==> src/rtl/tdm_slot_pkg.sv <==
package tdm_slot_pkg;
  localparam int SAMPLE_W  = 32;
  localparam int OFF_W     = $clog2(SAMPLE_W);
  localparam int LIMIT_LSB = 8;
  localparam logic [2:0] FSD_MAX = 3'd5;

  typedef enum logic [1:0] {
    SZ_8  = 2'd0,
    SZ_16 = 2'd1,
    SZ_24 = 2'd2,
    SZ_32 = 2'd3
  } slot_size_e;

  function automatic logic [6:0] slot_bits(slot_size_e s);
    return (7'({5'b0, s}) + 7'd1) << 3;
  endfunction

  function automatic logic [2:0] clamp_fsd(logic [2:0] code);
    return (code > FSD_MAX) ? FSD_MAX : code;
  endfunction
endpackage

==> src/rtl/tdm_bit_counter.sv <==
module tdm_bit_counter #(
  parameter int POS_W = 10
) (
  input  logic             clk,
  input  logic             rst_n,
  input  logic             bit_tick,
  input  logic             frame_start,
  output logic [POS_W-1:0] cur_pos
);
  localparam logic [POS_W-1:0] POS_MAX = {POS_W{1'b1}};

  logic [POS_W-1:0] pos_q;

  always_comb begin
    if (frame_start)         cur_pos = '0;
    else if (pos_q == POS_MAX) cur_pos = POS_MAX;
    else                     cur_pos = pos_q + 1'b1;
  end

  always_ff @(posedge clk or negedge rst_n) begin
    if (!rst_n)        pos_q <= POS_MAX;
    else if (bit_tick) pos_q <= cur_pos;
  end
endmodule

==> src/rtl/tdm_slot_window.sv <==
module tdm_slot_window
  import tdm_slot_pkg::*;
#(
  parameter int POS_W = 10,
  parameter int LOC_W = 8
) (
  input  logic             bit_tick,
  input  logic [POS_W-1:0] cur_pos,
  input  logic [2:0]       cfg_fsd,
  input  logic [LOC_W-1:0] cfg_loc,
  input  logic [1:0]       cfg_size,
  input  logic [POS_W-1:0] cfg_frame_len,
  output logic             in_slot,
  output logic             first_bit,
  output logic             last_bit,
  output logic             cut,
  output logic [OFF_W-1:0] offset
);
  localparam int EXT_W = ((POS_W > LOC_W) ? POS_W : LOC_W) + 2;

  logic [EXT_W-1:0] start_x, end_x, cur_x, flen_x;
  logic in_range, natural_end, frame_end;

  always_comb begin
    start_x     = EXT_W'(clamp_fsd(cfg_fsd)) + EXT_W'(cfg_loc);
    end_x       = start_x + EXT_W'(slot_bits(slot_size_e'(cfg_size)));
    cur_x       = EXT_W'(cur_pos);
    flen_x      = EXT_W'(cfg_frame_len);
    in_range    = (cur_x >= start_x) && (cur_x < end_x) && (cur_x < flen_x);
    natural_end = (cur_x == end_x - 1'b1);
    frame_end   = (flen_x != '0) && (cur_x == flen_x - 1'b1);
    in_slot     = bit_tick && in_range;
    first_bit   = in_slot && (cur_x == start_x);
    last_bit    = in_slot && (natural_end || frame_end);
    cut         = in_slot && frame_end && !natural_end;
    offset      = OFF_W'(cur_x - start_x);
  end
endmodule

==> src/rtl/tdm_slot_tx.sv <==
module tdm_slot_tx
  import tdm_slot_pkg::*;
(
  input  logic                clk,
  input  logic                rst_n,
  input  logic                bit_tick,
  input  logic                in_slot,
  input  logic                first_bit,
  input  logic [OFF_W-1:0]    offset,
  input  logic                cfg_limit24,
  input  logic                s_valid,
  input  logic [SAMPLE_W-1:0] s_data,
  output logic                s_ready,
  output logic                sd_out,
  output logic                sd_oe
);
  localparam logic [OFF_W-1:0] TOP_IDX  = OFF_W'(SAMPLE_W - 1);
  localparam logic [OFF_W-1:0] KEEP_LIM = OFF_W'(SAMPLE_W - LIMIT_LSB);

  logic [SAMPLE_W-1:0] held_q, word_src;
  logic                bit_val;

  assign s_ready = first_bit;

  always_comb begin
    if (first_bit) word_src = s_valid ? s_data : '0;
    else           word_src = held_q;
    bit_val = word_src[TOP_IDX - offset];
    if (cfg_limit24 && (offset >= KEEP_LIM)) bit_val = 1'b0;
  end

  always_ff @(posedge clk or negedge rst_n) begin
    if (!rst_n) begin
      held_q <= '0;
      sd_out <= 1'b0;
      sd_oe  <= 1'b0;
    end else if (bit_tick) begin
      sd_oe  <= in_slot;
      sd_out <= in_slot & bit_val;
      if (first_bit) held_q <= word_src;
    end
  end
endmodule

==> src/rtl/tdm_slot_rx.sv <==
module tdm_slot_rx
  import tdm_slot_pkg::*;
(
  input  logic                clk,
  input  logic                rst_n,
  input  logic                in_slot,
  input  logic                first_bit,
  input  logic                last_bit,
  input  logic [OFF_W-1:0]    offset,
  input  logic                sd_in,
  input  logic                cfg_limit24,
  input  logic                m_ready,
  output logic                m_valid,
  output logic [SAMPLE_W-1:0] m_data
);
  localparam logic [OFF_W-1:0]    TOP_IDX  = OFF_W'(SAMPLE_W - 1);
  localparam logic [SAMPLE_W-1:0] LSB_MASK = {{(SAMPLE_W-LIMIT_LSB){1'b1}}, {LIMIT_LSB{1'b0}}};

  logic [SAMPLE_W-1:0] acc_q, acc_next, word_out;

  always_comb begin
    acc_next = first_bit ? '0 : acc_q;
    acc_next[TOP_IDX - offset] = sd_in;
    word_out = cfg_limit24 ? (acc_next & LSB_MASK) : acc_next;
  end

  always_ff @(posedge clk or negedge rst_n) begin
    if (!rst_n) begin
      acc_q   <= '0;
      m_data  <= '0;
      m_valid <= 1'b0;
    end else begin
      if (in_slot) acc_q <= acc_next;
      if (last_bit) begin
        m_data  <= word_out;
        m_valid <= 1'b1;
      end else if (m_valid && m_ready) begin
        m_valid <= 1'b0;
      end
    end
  end
endmodule

==> src/rtl/tdm_slot_serializer.sv <==
module tdm_slot_serializer
  import tdm_slot_pkg::*;
#(
  parameter int POS_W = 10,
  parameter int LOC_W = 8
) (
  input  logic             clk,
  input  logic             rst_n,
  input  logic             bit_tick,
  input  logic             frame_start,
  input  logic [2:0]       cfg_fsd,
  input  logic [LOC_W-1:0] cfg_loc,
  input  logic [1:0]       cfg_size,
  input  logic             cfg_limit24,
  input  logic [POS_W-1:0] cfg_frame_len,
  input  logic             s_valid,
  output logic             s_ready,
  input  logic [31:0]      s_data,
  output logic             sd_out,
  output logic             sd_oe,
  input  logic             sd_in,
  output logic             m_valid,
  input  logic             m_ready,
  output logic [31:0]      m_data,
  output logic             slot_cut
);
  logic [POS_W-1:0] cur_pos;
  logic             in_slot, first_bit, last_bit, cut;
  logic [OFF_W-1:0] offset;

  tdm_bit_counter #(.POS_W(POS_W)) u_cnt (
    .clk(clk), .rst_n(rst_n), .bit_tick(bit_tick),
    .frame_start(frame_start), .cur_pos(cur_pos)
  );

  tdm_slot_window #(.POS_W(POS_W), .LOC_W(LOC_W)) u_win (
    .bit_tick(bit_tick), .cur_pos(cur_pos), .cfg_fsd(cfg_fsd),
    .cfg_loc(cfg_loc), .cfg_size(cfg_size), .cfg_frame_len(cfg_frame_len),
    .in_slot(in_slot), .first_bit(first_bit), .last_bit(last_bit),
    .cut(cut), .offset(offset)
  );

  tdm_slot_tx u_tx (
    .clk(clk), .rst_n(rst_n), .bit_tick(bit_tick), .in_slot(in_slot),
    .first_bit(first_bit), .offset(offset), .cfg_limit24(cfg_limit24),
    .s_valid(s_valid), .s_data(s_data), .s_ready(s_ready),
    .sd_out(sd_out), .sd_oe(sd_oe)
  );

  tdm_slot_rx u_rx (
    .clk(clk), .rst_n(rst_n), .in_slot(in_slot), .first_bit(first_bit),
    .last_bit(last_bit), .offset(offset), .sd_in(sd_in),
    .cfg_limit24(cfg_limit24), .m_ready(m_ready),
    .m_valid(m_valid), .m_data(m_data)
  );

  always_ff @(posedge clk or negedge rst_n) begin
    if (!rst_n) slot_cut <= 1'b0;
    else        slot_cut <= cut;
  end
endmodule

==> config.mk <==
export PLATFORM = sky130hd
export DESIGN_NAME = tdm_slot_serializer
export DESIGN_NICKNAME = d
export VERILOG_FILES = /design/src/rtl/tdm_slot_pkg.sv /design/src/rtl/tdm_bit_counter.sv /design/src/rtl/tdm_slot_window.sv /design/src/rtl/tdm_slot_tx.sv /design/src/rtl/tdm_slot_rx.sv /design/src/rtl/tdm_slot_serializer.sv
export SDC_FILE = /design/constraint.sdc
export NUM_CORES = 1
export LEC_CHECK = 0
export ABC_AREA = 1
export BUFFER_PORTS_ARGS = -buffer_cell sky130_fd_sc_hd__clkbuf_2
export CORE_ASPECT_RATIO = 0.9
export CORE_MARGIN = 2
export CORE_UTILIZATION = 35
export DETAILED_ROUTE_END_ITERATION = 12
export HOLD_SLACK_MARGIN = 0.12
export PLACE_DENSITY = 0.57
export SKIP_LAST_GASP = 1
export SYNTH_ARGS = -nofsm -noshare
export SYNTH_HDL_FRONTEND = slang
export SYNTH_SLANG_ARGS = --single-unit
==> constraint.sdc <==
create_clock -name clk -period 6.6 [get_ports clk]
set_input_delay 0.99 -clock clk [delete_from_list [all_inputs] [get_ports clk]]
set_output_delay 0.99 -clock clk [all_outputs]
set_load 0.1 [all_outputs]
After elaboration in Yosys (flattened, before gate mapping):

Index checks and enable logic that the tools add are counted.

* bits in registers: 110
* output and inout bits: 37
* logic and storage cells: 59

* $add $sub $neg: 8
* magnitude comparators: 7
* eq/ne operators: 4
* muxes and demuxes: 15
* bitwise gates (word level): 1
* reductions and logical operators: 16

Operator list (count)
* two-way mux 32 bit: 3
* bitwise mux 32 bit: 1
* equality test 10 x 12 -> 1 bit: 2
* two-way mux 10 bit: 2
* less-than comparator 10 x 12 -> 1 bit: 1
* subtractor 12 x 1 -> 12 bit, second input constant: 1
* logical AND 1 bit: 11
* subtractor 10 x 1 -> 11 bit, second input constant: 1
* adder 10 x 1 -> 10 bit, second input constant: 1
* adder 9 x 6 -> 10 bit: 1
* equality test 10 bit, second input constant: 1
* equality test 10 x 9 -> 1 bit: 1
* greater-or-equal comparator 10 x 9 -> 1 bit: 1
* less-than comparator 10 bit: 1
* nonzero test 10 bit: 1
* adder 3 x 8 -> 9 bit: 1
* two-way mux 8 bit: 1
* less-than comparator 5 x 6 -> 1 bit, second input constant: 1
* binary-select mux 1 bit (select 5 bit): 1
* demux 1 bit (select 5 bit): 1
* greater-or-equal comparator 5 x 1 -> 1 bit, second input constant: 1
* greater-or-equal comparator 5 bit, second input constant: 1
* two-way mux 1 bit: 5
* subtractor 5 bit: 1
* other kinds (9): 9

Depth between registers and ports, before layout:

* depth after elaboration: 14
* mapped depth: 34

By module:

Synthesis repeated with hierarchy kept, for this count alone.

* cell total of the unflattened synthesis: 1146
* area total of the unflattened synthesis: 7805.0 um^2

Modules (own cells, without submodules)
* tdm_slot_rx: times used 1, cells each 439, area each 3215.6 um^2, sequential area each 1626.6 um^2
* tdm_slot_tx: times used 1, cells each 297, area each 2073.2 um^2, sequential area each 850.8 um^2
* tdm_slot_window: times used 1, cells each 309, area each 1789.2 um^2, sequential area each 0.0 um^2
* tdm_bit_counter: times used 1, cells each 100, area each 701.9 um^2, sequential area each 262.8 um^2
* tdm_slot_serializer: times used 1, cells each 1, area each 25.0 um^2, sequential area each 25.0 um^2

Worst setup path before layout:

Ideal clock, no wire load.

* kind: in2out
* from: input cfg_fsd[1]
* to: output s_ready
* arrival time: 4.448 ns
* data required time: 5.610 ns
* path slack: 1.162 ns
* stages: 23
* buffers on the path: 1
* cells stage by stage: a21o_1 ha_1 fa_1 nand2_1 nand2_1 nand2_1 xor2_1 inv_1 ha_1 nand2_1 inv_1 nand3_1 nand2_1 nand2_1 o21ai_0 inv_1 ha_1 a221oi_1 nand2_1 a21oi_4 nand2_4 nor2_8 buf_6

* longest elaborated chain between the ends: 9

Ends and longest elaborated chain
* start, declared: line tdm_slot_serializer.sv:11 `input logic [2:0] cfg_fsd,`
* greater-than comparator 3 bit: line tdm_slot_pkg.sv:19 `return (code > FSD_MAX) ? FSD_MAX : code;`
* two-way mux 3 bit *: line tdm_slot_pkg.sv:19
* adder 3 x 8 -> 9 bit *: line tdm_slot_window.sv:25 `start_x = EXT_W'(clamp_fsd(cfg_fsd)) + EXT_W'(cfg_loc);`
* adder 9 x 6 -> 10 bit: line tdm_slot_window.sv:26 `end_x = start_x + EXT_W'(slot_bits(slot_size_e'(cfg_size)));`
* less-than comparator 10 x 12 -> 1 bit: line tdm_slot_window.sv:29 `in_range = (cur_x >= start_x) && (cur_x < end_x) && (cur_x < flen_x);`
* logical AND 1 bit (2 in a row): line tdm_slot_window.sv:29
* logical AND 1 bit: line tdm_slot_window.sv:32 `in_slot = bit_tick && in_range;`
* logical AND 1 bit *: line tdm_slot_window.sv:33 `first_bit = in_slot && (cur_x == start_x);`
* end, declared: line tdm_slot_serializer.sv:17 `output logic s_ready,`

Every way passes the cells marked *; elsewhere a longest branch is shown, timed or not.

Worst setup path in the final report:

Ends and elaborated chain as after synthesis.

==> results.md <==
* Status: finished clean
* Overall routed net length at 19500 µm
* Final cell count without fillers at 1363
* Power density relative to cell area at 210 nW/µm²
* Starting density of the core at 35.4%
* Num Clock Sinks at 110
* Post-route setup slack at 802 ps
* Cell depth of the worst hold path at 2
* Antenna violations before repair at 0
* Detailed-route DRC error count at 0
* Post-placement cell count at 1347
* Critical path peak fanout at 18
* Top-level port count at 100
* Overall die width at 156 µm
* Kind of path behind the tightest hold check: register to register
* Biggest area consumer among synthesized cells: sky130_fd_sc_hd__dfrtp_1
* Most common cell after layout, fill and taps aside: sky130_fd_sc_hd__nand2_1
* Setup repair after global routing missed its margin: false
* Post-synthesis instance area at 7310 µm²
* Mean cell area of the mapped netlist at 7.23 µm²
* Fraction of registers with async set or reset after synthesis at 100%
* Final Hold Fails at 0
* Routed wire length per instance at 14.3 µm
* Maximum number of pins on one net before global-route repair at 61
* WS Path Type: input pin to output pin
* Hold EP: u_tx.held_q[30]
* Worst skew pair latency at 360 ps
* Min-delay src: u_tx.held_q[30]
* Area enclosed by the die boundary at 22100 µm²
* Vias after detailed routing at 6685
* Maximum buffer depth of the clock tree at 2
* Routed Antenna Nets at 0
* Number of global-route vias before repair at 6420
* Critical Path RT at 5610 ps
* Crit-path leading delay family: simple AND/OR/NAND/NOR gates
* Crit Reg-Reg Startpoint: u_cnt.pos_q[0]
* Synth Net Count at 1111
* Capturing element type of the critical path: output pin
* Maximum clock frequency at 172 MHz
* Initial DRT Pass Iterations at 5
* Top_reg_cell synth: sky130_fd_sc_hd__dfrtp_1
* Post-CTS Setup Inserts at 0
* Gate count after technology mapping at 1012
* Area added between synthesis and finish at 14.8%
* Final Critical Period at 5800 ps
* Delay of the slowest critical-path stage at 400 ps
* Number of maximum-capacitance constraint violations at 0
* Number of input and output port buffers inserted at 99
* Number of pins with negative max-slew slack in the final report at 0
* Static leakage power at 5.04 nW
* TritonCTS clock tree: yes
* Total GRT Usage at 18.4%
* FF-to-FF End: u_rx.m_valid
* Yosys warning total at 0
* Drt via density at 4.90
* Cell with the largest stage delay on the worst path: sky130_fd_sc_hd__fa_1
* Transition time at the pin with the least slew margin at 948 ps
* Clock Pin Slew Worst Setup and Hold Paths at 70 ps
* Most repeated library cell on the critical path: sky130_fd_sc_hd__nand2_1
* Wire length of the first global-routing pass at 32600 µm
* Peak supply drop at 0.000129 V
* Startpoint kind of the worst setup timing path: input pin
* Most frequent cells in the layout: sky130_fd_sc_hd__nand2_1, sky130_fd_sc_hd__inv_1, sky130_fd_sc_hd__nand3_1, sky130_fd_sc_hd__dfrtp_1, sky130_fd_sc_hd__clkbuf_2
* Die extent in y at 141 µm
* Overall power at 1.76 mW
* Core outline area at 20600 µm²
* Fraction of layout cells with a size suffix above 1 at 14.1%
* Initial drt markers at 551
* FF-to-FF setup slack at 1990 ps
* Sequential-to-total area share from yosys stat at 37.8%
* CTS root buf: sky130_fd_sc_hd__clkbuf_16
* Worst Path Arrival at 4810 ps
* Net count reported at finish at 1197
* Top cells by area, synth: sky130_fd_sc_hd__dfrtp_1, sky130_fd_sc_hd__nand2_1, sky130_fd_sc_hd__nand3_1, sky130_fd_sc_hd__inv_1, sky130_fd_sc_hd__ha_1
* Final GP Congestion at 0.839
* Number of hold buffers added after CTS at 0
* Count of buffer and inverter cells on the critical path at 7
* Worst Reg2Reg Path Length in Cells at 21
* Synthesis-stage register bit count at 110
* Fraction of synthesized cell area taken by the top area cell type at 34.2%
* Diodes inserted at 0
* Post-cts sizing count at 0
* Tcrit/Tclk final at 87.8%
* Number of enable flip-flop cells after synthesis at 0
* Max-slew headroom at 36.7%
* Final HPWL from detailed placement at 14000 µm
* Grt total ovfl at 0
* Setup Skew at 14.0 ps
* H-tree Lvls at 3
* Worst hold slack after final layout at 469 ps
* Final setup violating endpoints at 0
* Number of buffers created by CTS at 9
* Floorplan row count at 50
* Worst-case setup slack after placement at 785 ps
* Final total negative setup slack at 0 ps
* Number of distinct library cells after synthesis at 48
-- per-stage QoR --
step | utilization (%) | cell area (µm²)
after detailed placement | 39.1 | 8070
after CTS | 40.7 | 8390
after floorplan | - | 7310
after global routing | 40.7 | 8390
after global placement | 39.1 | 8070
final | 40.7 | 8390
-- Yosys cell counts, types with 14 or more instances --
cell / count
sky130_fd_sc_hd__ha_1: 33
sky130_fd_sc_hd__nand4_1: 23
sky130_fd_sc_hd__clkbuf_1: 17
sky130_fd_sc_hd__o21ai_0: 60
sky130_fd_sc_hd__buf_2: 14
sky130_fd_sc_hd__mux2i_1: 24
sky130_fd_sc_hd__xor2_1: 21
sky130_fd_sc_hd__nand3_1: 129
sky130_fd_sc_hd__nor2_1: 44
sky130_fd_sc_hd__dfrtp_1: 100
sky130_fd_sc_hd__nand2_1: 333
sky130_fd_sc_hd__inv_1: 131
-- registers in the layout (all words and copies together) (netlist names) --
name          count
u_rx.acc_q       32
u_rx.m_data      32
u_tx.held_q      32
u_cnt.pos_q      10
slot_cut          1
u_rx.m_valid      1
u_tx.sd_oe        1
u_tx.sd_out       1
-- layout make-up --
class                   count  area, µm²
fillers                  2196      12300
multi-input cells         733       3890
flip-flops and latches    110       2770
repair buffers            109        588
inverters                 135        507
well taps                 260        325
clock buffers              10        239
clock inverters             6       81.3
-- report_power, final --
| group | internal (mW) | switching, mW | total, mW |
|---|---|---|---|
| Sequential | 0.686 | 0.00797 | 0.694 |
| Clock | 0.316 | 0.275 | 0.591 |
| Combinational | 0.150 | 0.325 | 0.474 |
| Total | 1.15 | 0.608 | 1.76 |
-- per-layer routing --
metal / track usage [%] / wire [µm] / vias up / share of wire, %
met1: 27.5 / 10100 / 3090 / 52
met5: 0 / 0 / - / 0
met3: 3.04 / 950 / 20 / 4.9
met4: 4.25 / 286 / 0 / 1.5
met2: 27.6 / 8210 / 152 / 42
li1: - / - / 3423 / -
-- worst reg2reg max path: cells and delay by family (launching register included) --
family / cells / cell delay, ps
adders and majority gates: 3 / 880
AOI/OAI and AO/OA: 5 / 720
DFF: 1 / 580
and+or+nand+nor: 10 / 1320
buffers and inverters: 3 / 990
-- worst max-delay path by stage --
stage                     from  slack, ps  depth (start not counted)  endpoint
floorplan           cfg_fsd[1]       1160                         23   s_ready
global placement    cfg_fsd[1]        850                         26   s_ready
detailed placement  cfg_fsd[1]        780                         26   s_ready
CTS                 cfg_fsd[1]        780                         26   s_ready
global route        cfg_fsd[1]        400                         26   s_ready
finish              cfg_fsd[1]        800                         26   s_ready
-- cells by family after synthesis --
logic type / Yosys count / share of synthesized area (%)
AO/OA/AOI/OAI: 90 / 6.98
XOR/XNOR: 30 / 3.59
adder cells (fa/ha/maj): 36 / 6.47
buffers and inverters: 169 / 9.07
flip-flops: 110 / 37.8
multiplexers: 24 / 3.29
other: 1 / 0.0513
AND/OR/NAND/NOR: 552 / 32.7
Note: power is estimated with default switching activity, not from simulation.
